==> src/rtl/dsplit_pkg.sv <==
package dsplit_pkg;

    // Receiver tracking state
    typedef enum logic {
        ST_HUNT  = 1'b0,
        ST_TRACK = 1'b1
    } dec_state_e;

    // Receiver output bundle
    typedef struct packed {
        logic valid;
        logic data;
        logic err;
    } dec_out_t;

    // Window limits in samples after a boundary toggle
    function automatic int mid_lo(input int osr);
        return (3 * osr) / 8;
    endfunction

    function automatic int mid_hi(input int osr);
        return (5 * osr) / 8;
    endfunction

    function automatic int bnd_hi(input int osr);
        return osr + 1;
    endfunction

endpackage

==> src/rtl/dsplit_enc.sv <==
module dsplit_enc #(
    parameter int OSR = 8
) (
    input  logic clk,
    input  logic rst,
    input  logic tx_valid,
    input  logic tx_data,
    output logic tx_load,
    output logic line_out
);
    localparam int CW   = $clog2(OSR);
    localparam int HALF = OSR / 2;

    logic [CW-1:0] cnt_q;
    logic          bit_q;
    logic          line_q;

    assign tx_load  = (cnt_q == CW'(OSR - 1));
    assign line_out = line_q;

    always_ff @(posedge clk) begin
        if (rst) begin
            cnt_q  <= CW'(OSR - 1);
            bit_q  <= 1'b1;
            line_q <= 1'b0;
        end else if (tx_load) begin
            cnt_q  <= '0;
            line_q <= ~line_q;
            bit_q  <= tx_valid ? tx_data : 1'b1;
        end else begin
            cnt_q <= cnt_q + CW'(1);
            if (cnt_q == CW'(HALF - 1) && !bit_q)
                line_q <= ~line_q;
        end
    end

    AST_CELL_TOGGLE: assert property (@(posedge clk) disable iff (rst)
        tx_load |=> (line_out != $past(line_out)));
    AST_LOAD_SPARSE: assert property (@(posedge clk) disable iff (rst)
        tx_load |=> !tx_load);
    AST_ONE_FLAT: assert property (@(posedge clk) disable iff (rst)
        (cnt_q == CW'(HALF - 1) && bit_q) |=> $stable(line_out));

endmodule

==> src/rtl/dsplit_dec.sv <==
module dsplit_dec
    import dsplit_pkg::*;
#(
    parameter int OSR = 8
) (
    input  logic     clk,
    input  logic     rst,
    input  logic     line_in,
    output dec_out_t rx_o
);
    localparam int MID_LO = mid_lo(OSR);
    localparam int BND_LO = mid_hi(OSR) + 1;
    localparam int BND_HI = bnd_hi(OSR);
    localparam int CNT_W  = $clog2(BND_HI + 1);

    logic             smp_q, prev_q;
    logic [1:0]       prime_q;
    dec_state_e       st_q;
    logic [CNT_W-1:0] cnt_q;
    logic             mid_q;
    dec_out_t         out_q;
    logic             edge_seen;

    assign edge_seen = prime_q[1] && (smp_q != prev_q);
    assign rx_o      = out_q;

    always_ff @(posedge clk) begin
        if (rst) begin
            smp_q   <= 1'b0;
            prev_q  <= 1'b0;
            prime_q <= 2'b00;
            st_q    <= ST_HUNT;
            cnt_q   <= '0;
            mid_q   <= 1'b0;
            out_q   <= '0;
        end else begin
            smp_q   <= line_in;
            prev_q  <= smp_q;
            prime_q <= {prime_q[0], 1'b1};
            out_q   <= '0;
            if (st_q == ST_HUNT) begin
                if (edge_seen) begin
                    st_q  <= ST_TRACK;
                    cnt_q <= CNT_W'(1);
                    mid_q <= 1'b0;
                end
            end else if (edge_seen) begin
                if (cnt_q >= CNT_W'(BND_LO)) begin
                    out_q.valid <= 1'b1;
                    out_q.data  <= ~mid_q;
                    cnt_q       <= CNT_W'(1);
                    mid_q       <= 1'b0;
                end else if (cnt_q >= CNT_W'(MID_LO) && !mid_q) begin
                    mid_q <= 1'b1;
                    cnt_q <= cnt_q + CNT_W'(1);
                end else begin
                    out_q.err <= 1'b1;
                    st_q      <= ST_HUNT;
                end
            end else if (cnt_q == CNT_W'(BND_HI)) begin
                out_q.err <= 1'b1;
                st_q      <= ST_HUNT;
            end else begin
                cnt_q <= cnt_q + CNT_W'(1);
            end
        end
    end

    AST_ERR_NOT_VALID: assert property (@(posedge clk) disable iff (rst)
        !(rx_o.valid && rx_o.err));
    AST_ERR_DROPS_LOCK: assert property (@(posedge clk) disable iff (rst)
        rx_o.err |-> (st_q == ST_HUNT));
    AST_STROBE_SPACED: assert property (@(posedge clk) disable iff (rst)
        rx_o.valid |=> !rx_o.valid);

endmodule

==> src/rtl/dsplit_codec.sv <==
module dsplit_codec
    import dsplit_pkg::*;
#(
    parameter int OSR = 8
) (
    input  logic clk,
    input  logic rst,
    input  logic tx_valid,
    input  logic tx_data,
    output logic tx_load,
    output logic line_out,
    input  logic line_in,
    output logic rx_valid,
    output logic rx_data,
    output logic rx_err
);
    dec_out_t dec_out;

    dsplit_enc #(.OSR(OSR)) u_enc (
        .clk      (clk),
        .rst      (rst),
        .tx_valid (tx_valid),
        .tx_data  (tx_data),
        .tx_load  (tx_load),
        .line_out (line_out)
    );

    dsplit_dec #(.OSR(OSR)) u_dec (
        .clk     (clk),
        .rst     (rst),
        .line_in (line_in),
        .rx_o    (dec_out)
    );

    assign rx_valid = dec_out.valid;
    assign rx_data  = dec_out.data;
    assign rx_err   = dec_out.err;

    AST_RESET_QUIET: assert property (@(posedge clk)
        $past(rst) |-> (!rx_valid && !rx_err));

endmodule

==> config.mk <==
export PLATFORM = sky130hd
export DESIGN_NAME = dsplit_codec
export DESIGN_NICKNAME = d
export VERILOG_FILES = /design/src/rtl/dsplit_pkg.sv /design/src/rtl/dsplit_enc.sv /design/src/rtl/dsplit_dec.sv /design/src/rtl/dsplit_codec.sv
export SDC_FILE = /design/constraint.sdc
export NUM_CORES = 1
export LEC_CHECK = 0
export BUFFER_PORTS_ARGS = -buffer_cell sky130_fd_sc_hd__buf_2
export CORE_MARGIN = 10
export CORE_UTILIZATION = 53
export DETAILED_ROUTE_END_ITERATION = 12
export GPL_TIMING_DRIVEN = 1
export PLACE_DENSITY = 0.74
export SYNTH_ARGS = -nofsm -noshare
export SYNTH_HDL_FRONTEND = slang
export SYNTH_HIERARCHICAL = 1
export SYNTH_SLANG_ARGS = --single-unit
==> constraint.sdc <==
create_clock -name clk -period 2.15 [get_ports clk]
set_input_delay 0.215 -clock clk [delete_from_list [all_inputs] [get_ports clk]]
set_output_delay 0.215 -clock clk [all_outputs]
set_load 0.02 [all_outputs]
==> results.cfg, run 1 <==
[run_status]
status = complete, no violations

[yosys]
netlist_area_um2 = 787
synth-seq-cells = 18
synth-main-ff-cell = dfxtp_1
syn-num-nets = 93
yosysSeqAreaShare_pct = 45.8
yosysUniqueCellTypes = 28
yosysWarnings = 6
async_flop_share_pct = 0
syn_inst = 81
syn_avg_cell_area_um2 = 9.72
synth-edff-count = 0

[detailed_routing]
vias_per_cell = 5.55
routedWlPerCell_um = 12.8
drt-pass1-iter-count = 4
drc_errors = 0
drtAntennaViolNets = 0
wl_um = 1390
drtIter0Drc = 13
vias = 599

[timing]
slew-limit-headroom_pct = 71.2
finalHoldViolCount = 0
finalSetupTns_ps = 0
finalClockSkew_ps = 4.91
setup_viol = 0
rsz0062_at_grt = no
min_period_over_period_pct = 90.9
fmax_ghz = 0.512
hold_slack_ps = 138
fin_crit_ps = 1950
slew_viol_final = 0
worstMarginPinSlew_ps = 429

[setup_path]
crit_buf_inv = 1
cp.depth = 7
worstRegToRegCells = 7
path_class = flop to flop
crit_chain = inv_1, ha_1, o21ai_1, a211oi_1, nand2b_2, or4b_1, a21oi_1
worstPathArrival_ps = 2180
slowest_delay_ps = 480
worstPathRequired_ps = 2380
cp-end-kind = flop
cp_top_family = simple AND/OR/NAND/NOR gates
r2r_start = u_dec/cnt_q[0]
worstPathMaxFanout = 5
critical-path-slowest-cell = or4b_1
crit_path_start = u_dec/cnt_q[0]
start_kind = flop

[global_route]
grt_max_degree = 17
grt_first_pass_wirelength_um = 2500
grt_overflow = 0
track_usage_pct = 8.69
antenna_found_initial = 0
grt_pass1_vias = 600

[power_and_ir_drop]
powerDensity_nw_per_um2 = 778
power_mw = 0.694
pwr-share-clk_pct = 29.9
power.leakage_nw = 0.361
p_int_mw = 0.509
power_frac_comb_pct = 15.9
irDropWorstVdd_uv = 489
p_seq_share_pct = 54.2
switching_share_pct = 26.7
p_sw_mw = 0.185

[clock_tree]
clock_sink_count = 18
clock-root-buffer = clkbuf_4
insertion_delay_ps = 290
clockBufferDepth = 2
cts_tree = built
htree_levels = 1
cts_made_buffers = 3
postCtsHoldBufs = 0
clk_transition_reported_paths_ps = 100

[final_layout]
synthToLayoutAreaGrowth_pct = 13.4
seqCellArea_um2 = 360
diodes = 0
nets = 106
utilization_pct = 66.1
fillers = 122
multiInputGateArea_um2 = 402
drive_gt1_share_pct = 19.4
finalInstanceArea_um2 = 892

[place]
dp_hpwl_um = 1070
io_buffers = 9
placed_area_um2 = 847
gp_congestion = 0.801

[floorplan]
start_util_pct = 58.3
rows = 13
coreArea_um2 = 1350
die_y_um = 58.5
die_area_um2 = 3430
die_x_um = 58.5
ios = 10

[hold_path]
worstHoldStart = line_in
whs_path_depth = 2
hp-class = input port to flop

[run]
cap_violations = 0
-- power groups by stage --
stage	clock network, mW	registers, mW	logic, mW
2_1_floorplan	0	0.387	0.0739
3_3_place_gp	0	0.382	0.105
3_5_place_dp	0	0.384	0.112
4_1_cts	0.215	0.376	0.112
5_1_grt	0.226	0.381	0.128
6_report	0.207	0.376	0.110
-- cells in the mapped netlist, types with 2 or more instances --
| master | count | share of area, % |
|---|---|---|
| ha_1 | 7 | 11 |
| inv_1 | 8 | 3.8 |
| nand3b_1 | 2 | 1.9 |
| a21oi_1 | 2 | 1.3 |
| a31oi_1 | 2 | 1.6 |
| or3_1 | 2 | 1.6 |
| nand2_1 | 3 | 1.4 |
| dfxtp_1 | 18 | 46 |
| nor3_1 | 4 | 2.5 |
| nand2b_1 | 3 | 2.4 |
| a211oi_1 | 4 | 3.8 |
| or4b_1 | 2 | 2.5 |
| nor2b_1 | 5 | 4.0 |
| o21ai_0 | 3 | 1.9 |
| nor2_1 | 3 | 1.4 |
-- worst paths after layout --
| path | slack [ps] | end |
|---|---|---|
| max | 200 | u_dec/cnt_q[2] |
| min | 140 | u_dec/smp_q |
| max reg2reg | 200 | u_dec/cnt_q[2] |
| min reg2reg | 440 | u_enc/cnt_q[0] |
-- cell usage in the layout, fill, tap and decap left out, drive strengths merged --
cell type,n
nand3b,2
ha,7
and2,1
o21ai,4
nand2b,4
dfxtp,18
nor4,1
o21bai,1
or3,2
inv,8
xnor2,1
nor3,4
buf,9
or4b,2
a21oi,2
a31oi,2
nor2b,5
clkbuf,4
nand4,1
nand3,1
and3,1
a211oi,4
nor2,3
a21o,1
nand2,3
a311oi,2
-- layer usage --
metal / part of all wire, % / up-vias / GRT usage (%)
met4: 0 / 0 / 1.34
met1: 45 / 279 / 9.19
met3: 6.6 / 0 / 3.43
li1: - / 306 / -
met2: 49 / 14 / 15.9
met5: 0 / - / 0
-- sequential cells by signal (all words and copies together) (netlist names), 2 cells and up --
name	count
u_dec/prime_q	2
u_enc/cnt_q	3
u_dec/cnt_q	4
u_dec/rx_o	3
-- stage by stage --
stage	cells	worst slack, ps
6_report	108	196
5_1_grt	108	13.8
4_1_cts	108	179
3_5_place_dp	104	207
3_3_place_gp	104	317
2_1_floorplan	81	380
-- kinds of logic after synthesis --
kind of cell | Yosys count | share of synthesized area [%]
simple gates | 30 | 23.5
flops | 18 | 45.8
compound gates | 16 | 14.1
buf+inv | 9 | 4.29
fa+ha+maj | 7 | 11.1
xor+xnor | 1 | 1.11
-- cell type report --
cell class | instances | area share [%]
clock buffers | 4 | 4.07
well taps | 15 | 2.10
inverters | 8 | 3.37
flip-flops and latches | 18 | 40.4
multi-input cells | 54 | 45.0
repair buffers | 9 | 5.05
-- repair_timing --
item,in CTS,in global routing
gates resized for setup,0,2
setup endpoints to repair,0,1
setup buffers,0,0
Note: power is estimated with default switching activity, not from simulation.
==> inputs of run 2 (changes only) <==
Settings changed: GPL_TIMING_DRIVEN 1 to 0, RECOVER_POWER set to 25.
==> results.cfg, run 2 (synthesis gave the netlist of run 1 again) <==
[run_status]
status = complete, no violations

[power_and_ir_drop]
power.leakage_nw = 0.354
switching_share_pct = 26.6
power_frac_comb_pct = 15.4
powerDensity_nw_per_um2 = 782
p_sw_mw = 0.184
p_int_mw = 0.508
irDropWorstVdd_uv = 506
power_mw = 0.691
pwr-share-clk_pct = 30.2
p_seq_share_pct = 54.4

[timing]
finalSetupTns_ps = 0
fmax_ghz = 0.513
setup_viol = 0
finalHoldViolCount = 0
fin_crit_ps = 1950
slew-limit-headroom_pct = 69.3
rsz0062_at_grt = no
min_period_over_period_pct = 90.6
slew_viol_final = 0
finalClockSkew_ps = 1.98
worstMarginPinSlew_ps = 461

[final_layout]
drive_gt1_share_pct = 14.9
synthToLayoutAreaGrowth_pct = 12.4
nets = 107
layout_commonest_cell = dfxtp_1
diodes = 0
regMostFlops = u_dec/cnt_q
largest_reg_flops = 4
mostFrequentLayoutCells = dfxtp_1, inv_1, buf_2, ha_1, nor2b_1

[setup_path]
r2r_slack_ps = 200
worstPathRequired_ps = 2390
r2r_start = u_dec/cnt_q[1]
worstPathMaxFanout = 6
reg2reg_to = u_dec/cnt_q[2]
worstPathArrival_ps = 2190
start_kind = flop
path_class = flop to flop
cp-end-kind = flop
worstRegToRegCells = 6

[detailed_routing]
drtIter0Drc = 11
vias_per_cell = 5.57
wl_um = 1390
drc_errors = 0
drtAntennaViolNets = 0
vias = 607
drt-pass1-iter-count = 4
routedWlPerCell_um = 12.8

[global_route]
grt_first_pass_wirelength_um = 2460
grt_pass1_vias = 590
grt_max_degree = 11
antenna_found_initial = 0
track_usage_pct = 8.91
grt_overflow = 0

[floorplan]
coreArea_um2 = 1350
rows = 13
die_y_um = 58.5
die_area_um2 = 3430
die_x_um = 58.5
start_util_pct = 58.3
ios = 10

[clock_tree]
htree_levels = 1
insertion_delay_ps = 300
clock-root-buffer = clkbuf_4
clock_sink_count = 18
clockBufferDepth = 2
cts_made_buffers = 3
clk_transition_reported_paths_ps = 100
post_cts_buffers = 0
postCtsHoldBufs = 0
cts_tree = built
ctsResizeCount = 0

[place]
dp_hpwl_um = 1040
gp_congestion = 0.758
io_buffers = 9

[hold_path]
hold_end = u_dec/smp_q
worstHoldStart = line_in
whs_path_depth = 2
hp-class = input port to flop

[run]
cap_violations = 0
==> run 2: changes by cell type in the layout (fill, tap and decap cells not counted) <==
cell      change
a311oi_1      +1
buf_2         -2
nand2b_2      -1
clkbuf_1      +3
nand2b_1      +1
a311oi_2      -1
==> run 2: metal layers <==
| metal | GRT usage, % | part of all wire, % |
|---|---|---|
| met1 | 9.94 | 46 |
| met2 | 13.4 | 45 |
| met3 | 4.72 | 7.2 |
| met4 | 4.70 | 1.9 |
| met5 | 0 | 0 |
==> run 2: final cells by class <==
class / count / area, µm²
fill: 117 / 465
multi-input combinational: 54 / 393
sequential: 18 / 360
timing repair buffer: 9 / 42.5
clock buffer: 4 / 36.3
inverter: 8 / 30.0
tap: 15 / 18.8
buffer: 1 / 3.75
==> run 2: worst max-delay path: stages, from the launching register on <==
cell,delay (ps)
dfxtp_1,430
ha_1,180
o21ai_1,80
a311oi_1,380
a311oi_2,140
or4b_1,540
a21oi_1,140
==> run 2: worst max path at each step <==
stage,start,end,cells past startpoint
2_1_floorplan,u_dec/cnt_q[0],u_dec/cnt_q[2],7
3_3_place_gp,u_dec/cnt_q[1],u_dec/cnt_q[2],6
3_5_place_dp,u_dec/cnt_q[0],u_dec/cnt_q[2],7
4_1_cts,u_dec/cnt_q[1],u_dec/cnt_q[2],6
5_1_grt,u_dec/cnt_q[1],u_dec/cnt_q[2],6
6_report,u_dec/cnt_q[1],u_dec/cnt_q[2],6
==> run 2: per-stage QoR <==
step | cells | util, % | hold slack (ps) | area (µm²) | worst slack (ps)
2_1_floorplan | 81 | - | 301 | 787 | 380
3_3_place_gp | 105 | 63.0 | 422 | 851 | 226
3_5_place_dp | 105 | 63.0 | 429 | 851 | 226
4_1_cts | 109 | 65.7 | 109 | 887 | 188
5_1_grt | 109 | 65.5 | 148 | 885 | 57.7
6_report | 109 | 65.5 | 114 | 885 | 202
==> run 2: power groups by stage <==
| stage | Sequential [mW] | Clock [mW] | Combinational [mW] |
|---|---|---|---|
| after floorplan | 0.387 | 0 | 0.0739 |
| after global routing | 0.379 | 0.225 | 0.123 |
| after detailed placement | 0.384 | 0 | 0.108 |
| after global placement | 0.382 | 0 | 0.105 |
| final | 0.376 | 0.209 | 0.107 |
| after CTS | 0.376 | 0.216 | 0.108 |
==> inputs of run 3 (changes only) <==
Settings changed: SYNTH_HIERARCHICAL 1 to unset.
==> results.cfg, run 3 <==
[run_status]
status = complete, no violations

[yosys]
synth_top_family_by_area = simple AND/OR/NAND/NOR gates
synth-edff-count = 0
synth_top_area_cell = dfxtp_1
synth_top_area_share_pct = 46.2
synthXorXnorAreaFrac_pct = 2.24
yosysSeqAreaShare_pct = 46.2
synthMuxAreaShare_pct = 1.28
yosysUniqueCellTypes = 28
synth-seq-cells = 18
synthAdderAreaFrac_pct = 9.62
synth_common_cells = dfxtp_1, nor2_1, ha_1, inv_1, nand2_1
async_flop_share_pct = 0
synth-simple-area-share_pct = 20.0
syn-num-nets = 87
syn_inst = 76
syn_avg_cell_area_um2 = 10.3
yosysWarnings = 0
synth-main-ff-cell = dfxtp_1
synth.most_common_cell = dfxtp_1
yosys-top-cells-area = dfxtp_1, ha_1, nor2_1
netlist_area_um2 = 781
synth_compound_area_share_pct = 16.3

[clock_tree]
clock_sink_count = 18
cts_tree = built
insertion_delay_ps = 290
clockBufferDepth = 2
post_cts_buffers = 0
cts_made_buffers = 3
postCtsHoldBufs = 0
clock-root-buffer = clkbuf_4
clk_transition_reported_paths_ps = 100
ctsResizeCount = 0
htree_levels = 1

[final_layout]
largest_reg_flops = 4
mostFrequentLayoutCells = dfxtp_1, buf_2, nor2_1
nets = 101
regMostFlops = u_dec.cnt_q
layout_commonest_cell = dfxtp_1
synthToLayoutAreaGrowth_pct = 11.7
fillers = 121
utilization_pct = 64.6
drive_gt1_share_pct = 21.3
diodes = 0

[timing]
slew_viol_final = 0
slew-limit-headroom_pct = 70.0
finalClockSkew_ps = 1.40
fin_crit_ps = 1950
finalSetupTns_ps = 0
setup_viol = 0
finalHoldViolCount = 0
min_period_over_period_pct = 90.9
fmax_ghz = 0.512
rsz0062_at_grt = no
worstMarginPinSlew_ps = 451

[floorplan]
coreArea_um2 = 1350
rows = 13
ios = 10
die_area_um2 = 3410
start_util_pct = 57.8
die_x_um = 58.4
die_y_um = 58.4

[detailed_routing]
vias = 574
drt-pass1-iter-count = 4
drc_errors = 0
drtAntennaViolNets = 0
vias_per_cell = 5.52
wl_um = 1350
drtIter0Drc = 11
routedWlPerCell_um = 13.0

[global_route]
grt_overflow = 0
grt_max_degree = 11
grt_first_pass_wirelength_um = 2310
antenna_found_initial = 0
track_usage_pct = 8.51
grt_pass1_vias = 516

[power_and_ir_drop]
powerDensity_nw_per_um2 = 786
p_sw_mw = 0.178
power_frac_comb_pct = 15.5
pwr-share-clk_pct = 29.9
p_int_mw = 0.507
p_seq_share_pct = 54.6
irDropWorstVdd_uv = 619
switching_share_pct = 26.0
power.leakage_nw = 0.380

[place]
dp_hpwl_um = 991
gp_congestion = 0.725
io_buffers = 9

[run]
cap_violations = 0

[hold_path]
hp-class = input port to flop

[setup_path]
worstPathRequired_ps = 2350
cp-end-kind = flop
path_class = flop to flop
crit_buf_inv = 1
critical-path-slowest-cell = dfxtp_1
start_kind = flop
slowest_delay_ps = 430
crit_chain = inv_1, ha_1, o21a_1, o311a_4, or3_4, a22o_1
cp_top_family = compound AO/OA/AOI/OAI gates
worstPathMaxFanout = 5
worstPathArrival_ps = 2150
==> run 3: power by group through the flow <==
| stage | registers [mW] | clock network [mW] | logic, mW |
|---|---|---|---|
| after floorplan | 0.388 | 0 | 0.0734 |
| after global placement | 0.381 | 0 | 0.107 |
| after detailed placement | 0.382 | 0 | 0.110 |
| after CTS | 0.375 | 0.212 | 0.111 |
| after global routing | 0.379 | 0.226 | 0.124 |
| final | 0.374 | 0.205 | 0.106 |
==> run 3: logic make-up (layout without fill, tap and decap cells) <==
family	Yosys count	in the layout
AO/OA/AOI/OAI	15	15
XOR/XNOR	2	2
flip-flops	18	18
multiplexers	1	1
adder cells (fa/ha/maj)	6	6
buffers and inverters	7	20
AND/OR/NAND/NOR	27	27
==> run 3: per-layer routing <==
metal	global-route usage [%]	share of wire, %	up-vias
met1	10.0	47	266
li1	-	-	293
met4	2.01	0.15	0
met3	5.15	7.3	2
met5	0	0	-
met2	12.7	45	13
==> run 3: path summary, 6_finish.rpt <==
kind,cells past startpoint,startpoint,end,slack [ps]
max,6,u_dec.cnt_q[0],u_dec.cnt_q[0],200
min,2,line_in,u_dec.smp_q,130
max reg2reg,6,u_dec.cnt_q[0],u_dec.cnt_q[0],200
min reg2reg,1,u_enc.cnt_q[0],u_enc.cnt_q[0],450
==> run 3: layout make-up <==
class | count | area [µm²] | area share (%)
buffer | 1 | 3.75 | 0.430
tap | 15 | 18.8 | 2.15
sequential | 18 | 360 | 41.3
inverter | 6 | 22.5 | 2.58
clock buffer | 4 | 36.3 | 4.16
multi-input combinational | 51 | 387 | 44.3
timing repair buffer | 9 | 43.8 | 5.02
==> run 3: per-stage QoR <==
stage	worst slack (ps)	cells	area [µm²]	power, mW	hold slack [ps]
final	196	104	872	0.686	126
after detailed placement	244	100	845	0.492	431
after floorplan	346	76	781	0.461	343
after global routing	112	104	872	0.729	126
after CTS	213	104	881	0.697	122
after global placement	241	100	845	0.489	419
